`src/rtl/cc_orient_pkg.sv`:
```
// Package: shared encodings for the CC orientation decoder.
// Assumes the upstream classifier emits the 3-bit codes listed here.
package cc_orient_pkg;
    localparam int LINE_W = 3;

    typedef enum logic [LINE_W-1:0] {
        LN_OPEN  = 3'd0,
        LN_RA    = 3'd1,
        LN_RD    = 3'd2,
        LN_RPDEF = 3'd3,
        LN_RP15  = 3'd4,
        LN_RP30  = 3'd5
    } line_code_e;

    typedef enum logic [1:0] {
        OR_NONE = 2'b00,
        OR_CC1  = 2'b01,
        OR_CC2  = 2'b10
    } orient_e;

    // One line after role-independent interpretation
    typedef struct packed {
        logic       has_rp;
        logic       has_rd;
        logic [1:0] rp_lvl;
    } line_info_t;
endpackage

```
`src/rtl/cc_term_detect.sv`:
```
// Module: cc_term_detect
// Interprets one classified CC line code into termination flags.
// Assumes codes outside the defined set mean Open.
module cc_term_detect
    import cc_orient_pkg::*;
(
    input  logic [LINE_W-1:0] code,
    output line_info_t        info
);
    // Classify the code into pull-up, pull-down and Rp strength
    always_comb begin
        info = '0;
        case (code)
            LN_RD:    info.has_rd = 1'b1;
            LN_RPDEF: begin info.has_rp = 1'b1; info.rp_lvl = 2'd0; end
            LN_RP15:  begin info.has_rp = 1'b1; info.rp_lvl = 2'd1; end
            LN_RP30:  begin info.has_rp = 1'b1; info.rp_lvl = 2'd2; end
            default:  info = '0;
        endcase
    end
endmodule

```
`src/rtl/cc_orient_resolve.sv`:
```
// Module: cc_orient_resolve
// Combinational decision of orientation, debug presence and ID drive
// from both line interpretations and the role. Assumes role is stable
// while the strobe is high.
module cc_orient_resolve
    import cc_orient_pkg::*;
(
    input  line_info_t ln1,
    input  line_info_t ln2,
    input  logic       role_src,
    input  logic       pick_cc2,
    output logic [1:0] field,
    output logic       dbg,
    output logic       id_low
);
    logic term1;
    logic term2;
    logic tie_cc2;

    // Select the termination that matters for the current role
    always_comb begin
        term1   = role_src ? ln1.has_rd : ln1.has_rp;
        term2   = role_src ? ln2.has_rd : ln2.has_rp;
        tie_cc2 = role_src ? pick_cc2 : (ln2.rp_lvl > ln1.rp_lvl);
    end

    // Map terminated lines to orientation and debug results
    always_comb begin
        dbg = term1 & term2;
        unique case ({term2, term1})
            2'b01:   field = OR_CC1;
            2'b10:   field = OR_CC2;
            2'b11:   field = tie_cc2 ? OR_CC2 : OR_CC1;
            default: field = OR_NONE;
        endcase
        id_low = dbg & role_src;
    end
endmodule

```
`src/rtl/cc_orient_decoder.sv`:
```
// Module: cc_orient_decoder (top)
// Samples CC line classifications on a valid strobe and registers the
// orientation field, orientation pin, debug flag and ID control.
// Assumes line codes are already debounced upstream.
module cc_orient_decoder
    import cc_orient_pkg::*;
(
    input  logic              clk,
    input  logic              rst_n,
    input  logic              line_valid,
    input  logic              role_src,
    input  logic [LINE_W-1:0] cc1_code,
    input  logic [LINE_W-1:0] cc2_code,
    input  logic              src_pick_cc2,
    output logic [1:0]        orient_field,
    output logic              orient_pin,
    output logic              dbg_attached,
    output logic              id_pull_low
);
    localparam int NLINES = 2;

    logic [LINE_W-1:0] codes [NLINES];
    line_info_t        infos [NLINES];
    logic [1:0]        nxt_field;
    logic              nxt_dbg;
    logic              nxt_id;

    // Gather both line codes for the per-line detectors
    always_comb begin
        codes[0] = cc1_code;
        codes[1] = cc2_code;
    end

    for (genvar g = 0; g < NLINES; g++) begin : g_line
        cc_term_detect u_det (
            .code (codes[g]),
            .info (infos[g])
        );
    end

    cc_orient_resolve u_res (
        .ln1      (infos[0]),
        .ln2      (infos[1]),
        .role_src (role_src),
        .pick_cc2 (src_pick_cc2),
        .field    (nxt_field),
        .dbg      (nxt_dbg),
        .id_low   (nxt_id)
    );

    // Output register, loaded only on the valid strobe
    always_ff @(posedge clk) begin
        if (!rst_n) begin
            orient_field <= OR_NONE;
            orient_pin   <= 1'b0;
            dbg_attached <= 1'b0;
            id_pull_low  <= 1'b0;
        end else if (line_valid) begin
            orient_field <= nxt_field;
            orient_pin   <= (nxt_field == OR_CC2);
            dbg_attached <= nxt_dbg;
            id_pull_low  <= nxt_id;
        end
    end

    AST_PIN_HIGH: assert property (@(posedge clk) disable iff (!rst_n)
        orient_pin |-> (orient_field == OR_CC2));
    AST_PIN_LOW: assert property (@(posedge clk) disable iff (!rst_n)
        !orient_pin |-> (orient_field != OR_CC2));
    AST_NO_FIELD_11: assert property (@(posedge clk) disable iff (!rst_n)
        orient_field != 2'b11);
    AST_HOLD_IDLE: assert property (@(posedge clk) disable iff (!rst_n)
        !line_valid |=> $stable({orient_field, orient_pin, dbg_attached, id_pull_low}));
    AST_ID_NEEDS_DBG: assert property (@(posedge clk) disable iff (!rst_n)
        id_pull_low |-> dbg_attached);
    AST_DBG_ORIENTED: assert property (@(posedge clk) disable iff (!rst_n)
        dbg_attached |-> (orient_field == OR_CC1 || orient_field == OR_CC2));
    AST_DETACH_CLEARS: assert property (@(posedge clk) disable iff (!rst_n)
        (line_valid && cc1_code == LN_OPEN && cc2_code == LN_OPEN)
        |=> (orient_field == OR_NONE && !dbg_attached && !id_pull_low));
    AST_SINK_DBG: assert property (@(posedge clk) disable iff (!rst_n)
        (line_valid && !role_src && cc1_code >= LN_RPDEF && cc1_code <= LN_RP30
         && cc2_code >= LN_RPDEF && cc2_code <= LN_RP30)
        |=> (dbg_attached && !id_pull_low));
    AST_SRC_DBG: assert property (@(posedge clk) disable iff (!rst_n)
        (line_valid && role_src && cc1_code == LN_RD && cc2_code == LN_RD)
        |=> (dbg_attached && id_pull_low));
endmodule

```
`config.mk`:
```
export PLATFORM = sky130hd
export DESIGN_NAME = cc_orient_decoder
export DESIGN_NICKNAME = d
export VERILOG_FILES = /design/src/rtl/cc_orient_pkg.sv /design/src/rtl/cc_term_detect.sv /design/src/rtl/cc_orient_resolve.sv /design/src/rtl/cc_orient_decoder.sv
export SDC_FILE = /design/constraint.sdc
export NUM_CORES = 1
export LEC_CHECK = 0
export ABC_AREA = 1
export BUFFER_PORTS_ARGS = -buffer_cell sky130_fd_sc_hd__clkbuf_2
export CAP_MARGIN = 20
export CORE_AREA = 5 5 42 44
export DETAILED_ROUTE_END_ITERATION = 10
export DIE_AREA = 0 0 47 49
export PLACE_DENSITY_LB_ADDON = 0.08
export SETUP_SLACK_MARGIN = 0.3
export SLEW_MARGIN = 15
export SYNTH_ARGS = -nofsm -noshare
export SYNTH_HDL_FRONTEND = slang
export SYNTH_SLANG_ARGS = --single-unit
```
`constraint.sdc`:
```
create_clock -name clk -period 1.8 [get_ports clk]
set_clock_uncertainty 0.2 [all_clocks]
set_input_delay 0.09 -clock clk [delete_from_list [all_inputs] [get_ports clk]]
set_output_delay 0.09 -clock clk [all_outputs]
set_load 0.02 [all_outputs]
```
==> flow_summary_export.csv, run 1 <==
group,metric,value,unit
place,placed_area,466.7,sq um
clock_tree,clock_path_buffers,2,
floorplanning,die_y,49,um
logic_synthesis,synth_most_common_cell,"nand2_1",
floorplanning,initial_core_util,26.52,%
clock_tree,htree_levels,1,
grt,grt_use_total,8.714,%
pwr,p_per_area,628.1,nW/um^2
sta,setup_viol,0,
final_layout,drive_above_1_share,27.71,%
final_layout,multi_input_area,230.2,sq um
logic_synthesis,synth_commonest_cells,"nand2_1 (22), inv_1 (12), a21oi_1 (5), dfxtp_1 (5), nor2_1 (5)",
worst_setup_path,worstPathArrival,1.29,ns
worst_setup_path,crit_top_cell,"nand2_1",
clock_tree,cts_num_sinks,5,
drt,drtAntennaViolNets,0,
worst_setup_path,critPathTopFamily,"buffers and inverters",
final_layout,instances_no_fill,99,
worst_setup_path,critPathBufInv,2,
logic_synthesis,synth_nets,75,
logic_synthesis,ys_seq_area_share,26.94,%
logic_synthesis,synth_top_area_share,26.94,%
logic_synthesis,syn-cell-area,371.6,sq um
final_layout,fillers,173,
clock_tree,root_buffer,"clkbuf_4",
drt,drt_iter0_markers,2,
sta,tightest_slew,0.2215,ns
floorplanning,core-area,1401,sq um
place,port_buffers,15,
sta,fmax,734.2,MHz
floorplanning,io_pins,16,
sta,min_period_over_period,75.67,%
drt,routed_wl,843,um
final_layout,seq_area,100.1,sq um
worst_setup_path,crit_slowest_cell,"dlygate4sd3_1",
sta,finalWorstSetupSlack,0.4379,ns
clock_tree,cts_inserted_buffers,3,
worst_setup_path,cp-start-kind,"primary input",
grt,grt_pass1_vias,372,
final_layout,syn2layout_area_growth,39.73,%
final_layout,nets,97,
floorplanning,die_x,47,um
place,hpwl,686.9,um
sta,fin_hold_ws,0.01097,ns
clock_tree,clock_latency,0.24,ns
drt,vias_per_cell,4.172,
sta,rsz0062_at_grt,"false",
sta,finalCriticalPeriod,1.362,ns
logic_synthesis,syn_avg_cell_area,5.994,sq um
logic_synthesis,synth.distinct_cells,14,
worst_setup_path,cp.required,1.73,ns
grt,grt_first_pass_wirelength,1345,um
worst_setup_path,crit_chain,"dlygate4sd3_1 -> buf_4 -> o21ai_1 -> nand2_1 -> nor2_4 -> nand2_1 -> nand2_1 -> a21oi_1",
logic_synthesis,ys_async_sr_fraction,0,%
logic_synthesis,synth_top_area_cell,"dfxtp_1",
sta,slew_headroom,85.22,%
grt,grt_max_degree,8,
logic_synthesis,yosys_warnings,0,
logic_synthesis,syn_inst,62,
logic_synthesis,synth_edf_count,0,
run_status,outcome,"completed",
worst_setup_path,cpPeakStageDelay,0.54,ns
worst_setup_path,cp-end-kind,"flop",
logic_synthesis,ys_top_cells_by_area,"dfxtp_1 (27%), nand2_1 (22%), inv_1 (12%), a21oi_1 (6.7%), ha_1 (6.7%)",
grt,grt_overflow_total,0,
place,post-place-ws,0.3159,ns
pwr,ir_worst_vdd,0.1301,mV
logic_synthesis,synth-seq-cells,5,
sta,setup-tns-final,0,ns
worst_setup_path,worstPathMaxFanout,6,
drt,drcViolationCount,0,
job,drv_cap,0,
final_layout,n_antenna_cell,0,
sta,finalHoldViolCount,0,
floorplanning,dieArea,2303,sq um
clock_tree,clk_pin_slew,0.04,ns
final_layout,design_area,519.2,sq um
sta,maxSlewViolCount,0,
worst_setup_path,criticalPathCategory,"primary input to flop",
pwr,p_leak,0.2777,nW
drt,firstDrtPassIters,4,
drt,wl_per_cell,8.515,um
drt,vias,413,
floorplanning,placementRows,14,
place,gp_congestion,0.7025,
grt,antenna_found_initial,0,
clock_tree,cts_tree,"built",
min_path,hp-class,"primary input to flop",
clock_tree,cts_setup_buffers,0,
place,place_inst,93,
logic_synthesis,synth_flop_cell,"dfxtp_1",
[final timing paths]
check / startpoint / endpoint / slack [ns] / cells after the start
worst max register to register: orient_pin / orient_pin / 1.01 / 2
worst min-delay path: line_valid / orient_field[1] / 0.01 / 4
worst min register to register: orient_field[1] / orient_field[1] / 0.26 / 2
worst max-delay path: role_src / orient_field[0] / 0.44 / 8
[through the flow]
step	power (mW)	util, %
detailed placement	0.1940	33.30
floorplan	0.1664	-
CTS	0.3327	36.61
global placement	0.1935	33.30
finish	0.3261	37.05
global route	0.3567	37.05
[layout by cell type (no fill, tap or decap)]
cell type      Yosys  routed
ha_1               2       2
o21ai_1            1       2
dfxtp_1            5       5
clkbuf_1           0       1
nand3_2            1       1
nor2_2             1       1
buf_4              0       1
inv_1             12      12
dlygate4sd3_1      0       2
clkbuf_2           0      14
a21oi_2            1       2
clkbuf_4           0       3
nand3_1            4       4
nand2_1           22      22
xor2_1             1       1
a21oi_1            5       4
nor2_1             5       5
nor2_4             1       1
[sequential cells by signal, indices dropped and copies added (netlist names)]
| name | cells |
|---|---|
| id_pull_low | 1 |
| orient_field | 2 |
| orient_pin | 1 |
| dbg_attached | 1 |
[final cells by class]
| class | count | share of cell area (%) |
|---|---|---|
| flip-flops and latches | 5 | 19.28 |
| repair buffers | 17 | 18.80 |
| inverters | 12 | 8.675 |
| clock buffers | 4 | 5.060 |
| well taps | 16 | 3.855 |
| multi-input cells | 45 | 44.34 |
[report_power, final]
part,internal (mW),switching (mW)
clock network,0.0839,0.0468
logic,0.0319,0.0464
registers,0.115,0.00191
total,0.231,0.0951
[tightest hold or removal path, cell delays in order]
cell and delay, ns:
clkbuf_2 0.07, inv_1 0.10, nand2_1 0.08, a21oi_1 0.05
[kinds of logic (layout without fill, tap and decap cells)]
logic type	after synthesis	count (layout)	synth area share, %
and+or+nand+nor	34	34	40.07
buffers and inverters	12	33	12.12
AOI/OAI and AO/OA	8	8	11.78
DFF	5	5	26.94
adders and majority gates	2	2	6.733
xor gates and xnor gates	1	1	2.357
[timing repair]
item                                    CTS  global route
gates resized for setup                   0             4
endpoints found under the setup margin    0             1
hold buffers                              2             0
hold endpoints to repair                  5             0
[layer usage]
metal	global-route usage [%]	share of wire (%)
met5	0	0
met1	8.734	44
met2	11.31	48
met3	3.690	6.2
met4	11.06	1.7
Power figures use the tool's default switching activity.
==> run 2, diff against run 1 <==
Settings changed: ABC_AREA 1 to 0.
Clock period 1.8 ns to 1.43 ns, I/O delays scaled along.
==> flow_summary_export.csv, run 2 <==
group,metric,value,unit
run_status,outcome,"finished, violations left",
run_status,violations,"hold timing",
worst_setup_path,rr_endpoint,"orient_field[1]",
place,placed_area,490.5,sq um
worst_setup_path,worstPathMaxFanout,3,
final_layout,largest_reg_flops,2,
final_layout,n_antenna_cell,0,
min_path,hp-class,"primary input to flop",
place,hpwl,693.7,um
drt,vias_per_cell,4.624,
sta,tightest_slew,0.2361,ns
grt,grt_use_total,7.660,%
worst_setup_path,cp-end-kind,"flop",
worst_setup_path,r2r-start,"orient_field[1]",
floorplanning,dieArea,2303,sq um
grt,grt_max_degree,11,
logic_synthesis,ys_top_cells_by_area,"dfxtp_1 (28%), nand3b_1 (8.5%), and3b_1 (7.4%), ha_1 (7.1%), a41o_1 (5.7%)",
logic_synthesis,ys_async_sr_fraction,0,%
logic_synthesis,syn-cell-area,352.8,sq um
final_layout,layout_common_cells,"clkbuf_2 (14), buf_4 (9), dfxtp_1 (5)",
final_layout,nets,83,
drt,drcViolationCount,0,
floorplanning,die_x,47,um
clock_tree,clock_path_buffers,2,
worst_setup_path,timing.critical_path.from,"cc2_code[1]",
logic_synthesis,synth_commonest_cells,"dfxtp_1 (5), nand3b_1 (4)",
pwr,p_per_area,708.9,nW/um^2
min_path,hold_path_end,"orient_field[0]",
final_layout,drive_above_1_share,52.17,%
drt,firstDrtPassIters,2,
clock_tree,clock_latency,0.23,ns
floorplanning,die_y,49,um
clock_tree,htree_levels,1,
place,post-place-ws,-0.2511,ns
clock_tree,root_buffer,"clkbuf_4",
logic_synthesis,synth_most_common_cell,"dfxtp_1",
pwr,p_leak,0.2850,nW
grt,grt_overflow_total,0,
final_layout,fillers,154,
logic_synthesis,syn_inst,42,
worst_setup_path,cp.required,1.36,ns
logic_synthesis,yosys_warnings,0,
final_layout,top_register,"orient_field",
drt,drt_iter0_markers,2,
sta,slew_headroom,84.04,%
place,port_buffers,15,
final_layout,final_common_cell,"clkbuf_2",
place,place_inst,77,
grt,grt_pass1_vias,377,
logic_synthesis,synth_flop_cell,"dfxtp_1",
clock_tree,cts_tree,"built",
sta,min_period_over_period,91.98,%
worst_setup_path,cp-start-kind,"primary input",
floorplanning,core-area,1401,sq um
place,gp_congestion,0.6470,
floorplanning,initial_core_util,25.18,%
min_path,hold_depth,3,
grt,grt_first_pass_wirelength,1366,um
final_layout,fin_util,43.04,%
logic_synthesis,synth-seq-cells,5,
clock_tree,clk_pin_slew,0.05,ns
sta,setup_viol,0,
final_layout,instances_no_fill,85,
drt,wl_per_cell,10.15,um
sta,finalHoldViolCount,1,
min_path,min-delay-start,"line_valid",
final_layout,design_area,603.1,sq um
sta,finalWorstSetupSlack,0.1147,ns
sta,rsz0062_at_grt,"true",
worst_setup_path,worstPathArrival,1.25,ns
worst_setup_path,reg2reg_slack,0.47,ns
sta,fin_hold_ws,-0.02734,ns
floorplanning,placementRows,14,
worst_setup_path,criticalPathCategory,"primary input to flop",
worst_setup_path,r2r_cells,2,
sta,fmax,760.3,MHz
clock_tree,cts_num_sinks,5,
floorplanning,io_pins,16,
sta,maxSlewViolCount,0,
final_layout,syn2layout_area_growth,70.92,%
logic_synthesis,synth_top_area_cell,"dfxtp_1",
drt,drtAntennaViolNets,0,
clock_tree,cts_inserted_buffers,3,
logic_synthesis,ys_seq_area_share,28.37,%
logic_synthesis,syn_avg_cell_area,8.401,sq um
drt,routed_wl,863,um
logic_synthesis,synth_top_area_share,28.37,%
job,drv_cap,0,
drt,vias,393,
sta,finalCriticalPeriod,1.315,ns
grt,antenna_found_initial,0,
pwr,ir_worst_vdd,0.2097,mV
logic_synthesis,synth.distinct_cells,22,
logic_synthesis,synth_nets,55,
logic_synthesis,synth_edf_count,0,
## run 2: layout make-up
class	count	area, sq um	area share [%]
Sequential cell	5	100.1	16.60
Timing Repair Buffer	26	168.9	28.01
Tap cell	16	20.02	3.320
Multi-Input combinational cell	34	287.8	47.72
Clock buffer	4	26.28	4.357
## run 2: worst max path at each step
stage	endpoint	slack, ns	depth (start not counted)
final	orient_field[1]	0.11	7
after global routing	orient_field[1]	0.08	7
after CTS	orient_field[1]	0.07	7
after detailed placement	orient_pin	-0.25	7
after global placement	orient_field[1]	-0.24	7
after floorplan	orient_field[1]	-0.06	6
## run 2: critical path, stage by stage
cell and delay (ns):
buf_6 0.09, or3b_4 0.40, ha_4 0.27, a21oi_2 0.05, o21ai_2 0.06, nand3_1 0.11, a41o_1 0.19
## run 2: cells by family after synthesis
group           share of synthesized area [%]
simple gates                            41.85
compound gates                          16.66
flops                                   28.37
buf+inv                                 3.546
fa+ha+maj                               7.091
xor+xnor                                2.483
## run 2: timing repair
action / 4_1_cts / 5_1_grt
hold endpoints to repair: 3 / 0
hold buffers: 2 / 0
resized for setup: 2 / 10
endpoints found under the setup margin: 3 / 5
setup buffers: 1 / 1
pin swaps: 7 / 9
## run 2: metrics by stage
stage	total power, mW	setup TNS (ns)
after global placement	0.2429	-0.6378
after detailed placement	0.2434	-0.6777
after floorplan	0.2019	-0.1209
after global routing	0.4505	0
after CTS	0.4194	0
final	0.4275	0
## run 2: power by group
part	internal, mW	switching, mW
Sequential	0.145	0.00207
Combinational	0.0667	0.0522
Clock	0.105	0.0566
## run 2: routing by layer
| metal | share of wire [%] | GRT usage (%) | vias to the layer above |
|---|---|---|---|
| met5 | 0 | 0 | - |
| met4 | 0 | 4.147 | 0 |
| met3 | 8.8 | 1.476 | 0 |
| met2 | 47 | 12.44 | 14 |
| met1 | 44 | 8.952 | 170 |
| li1 | - | - | 209 |
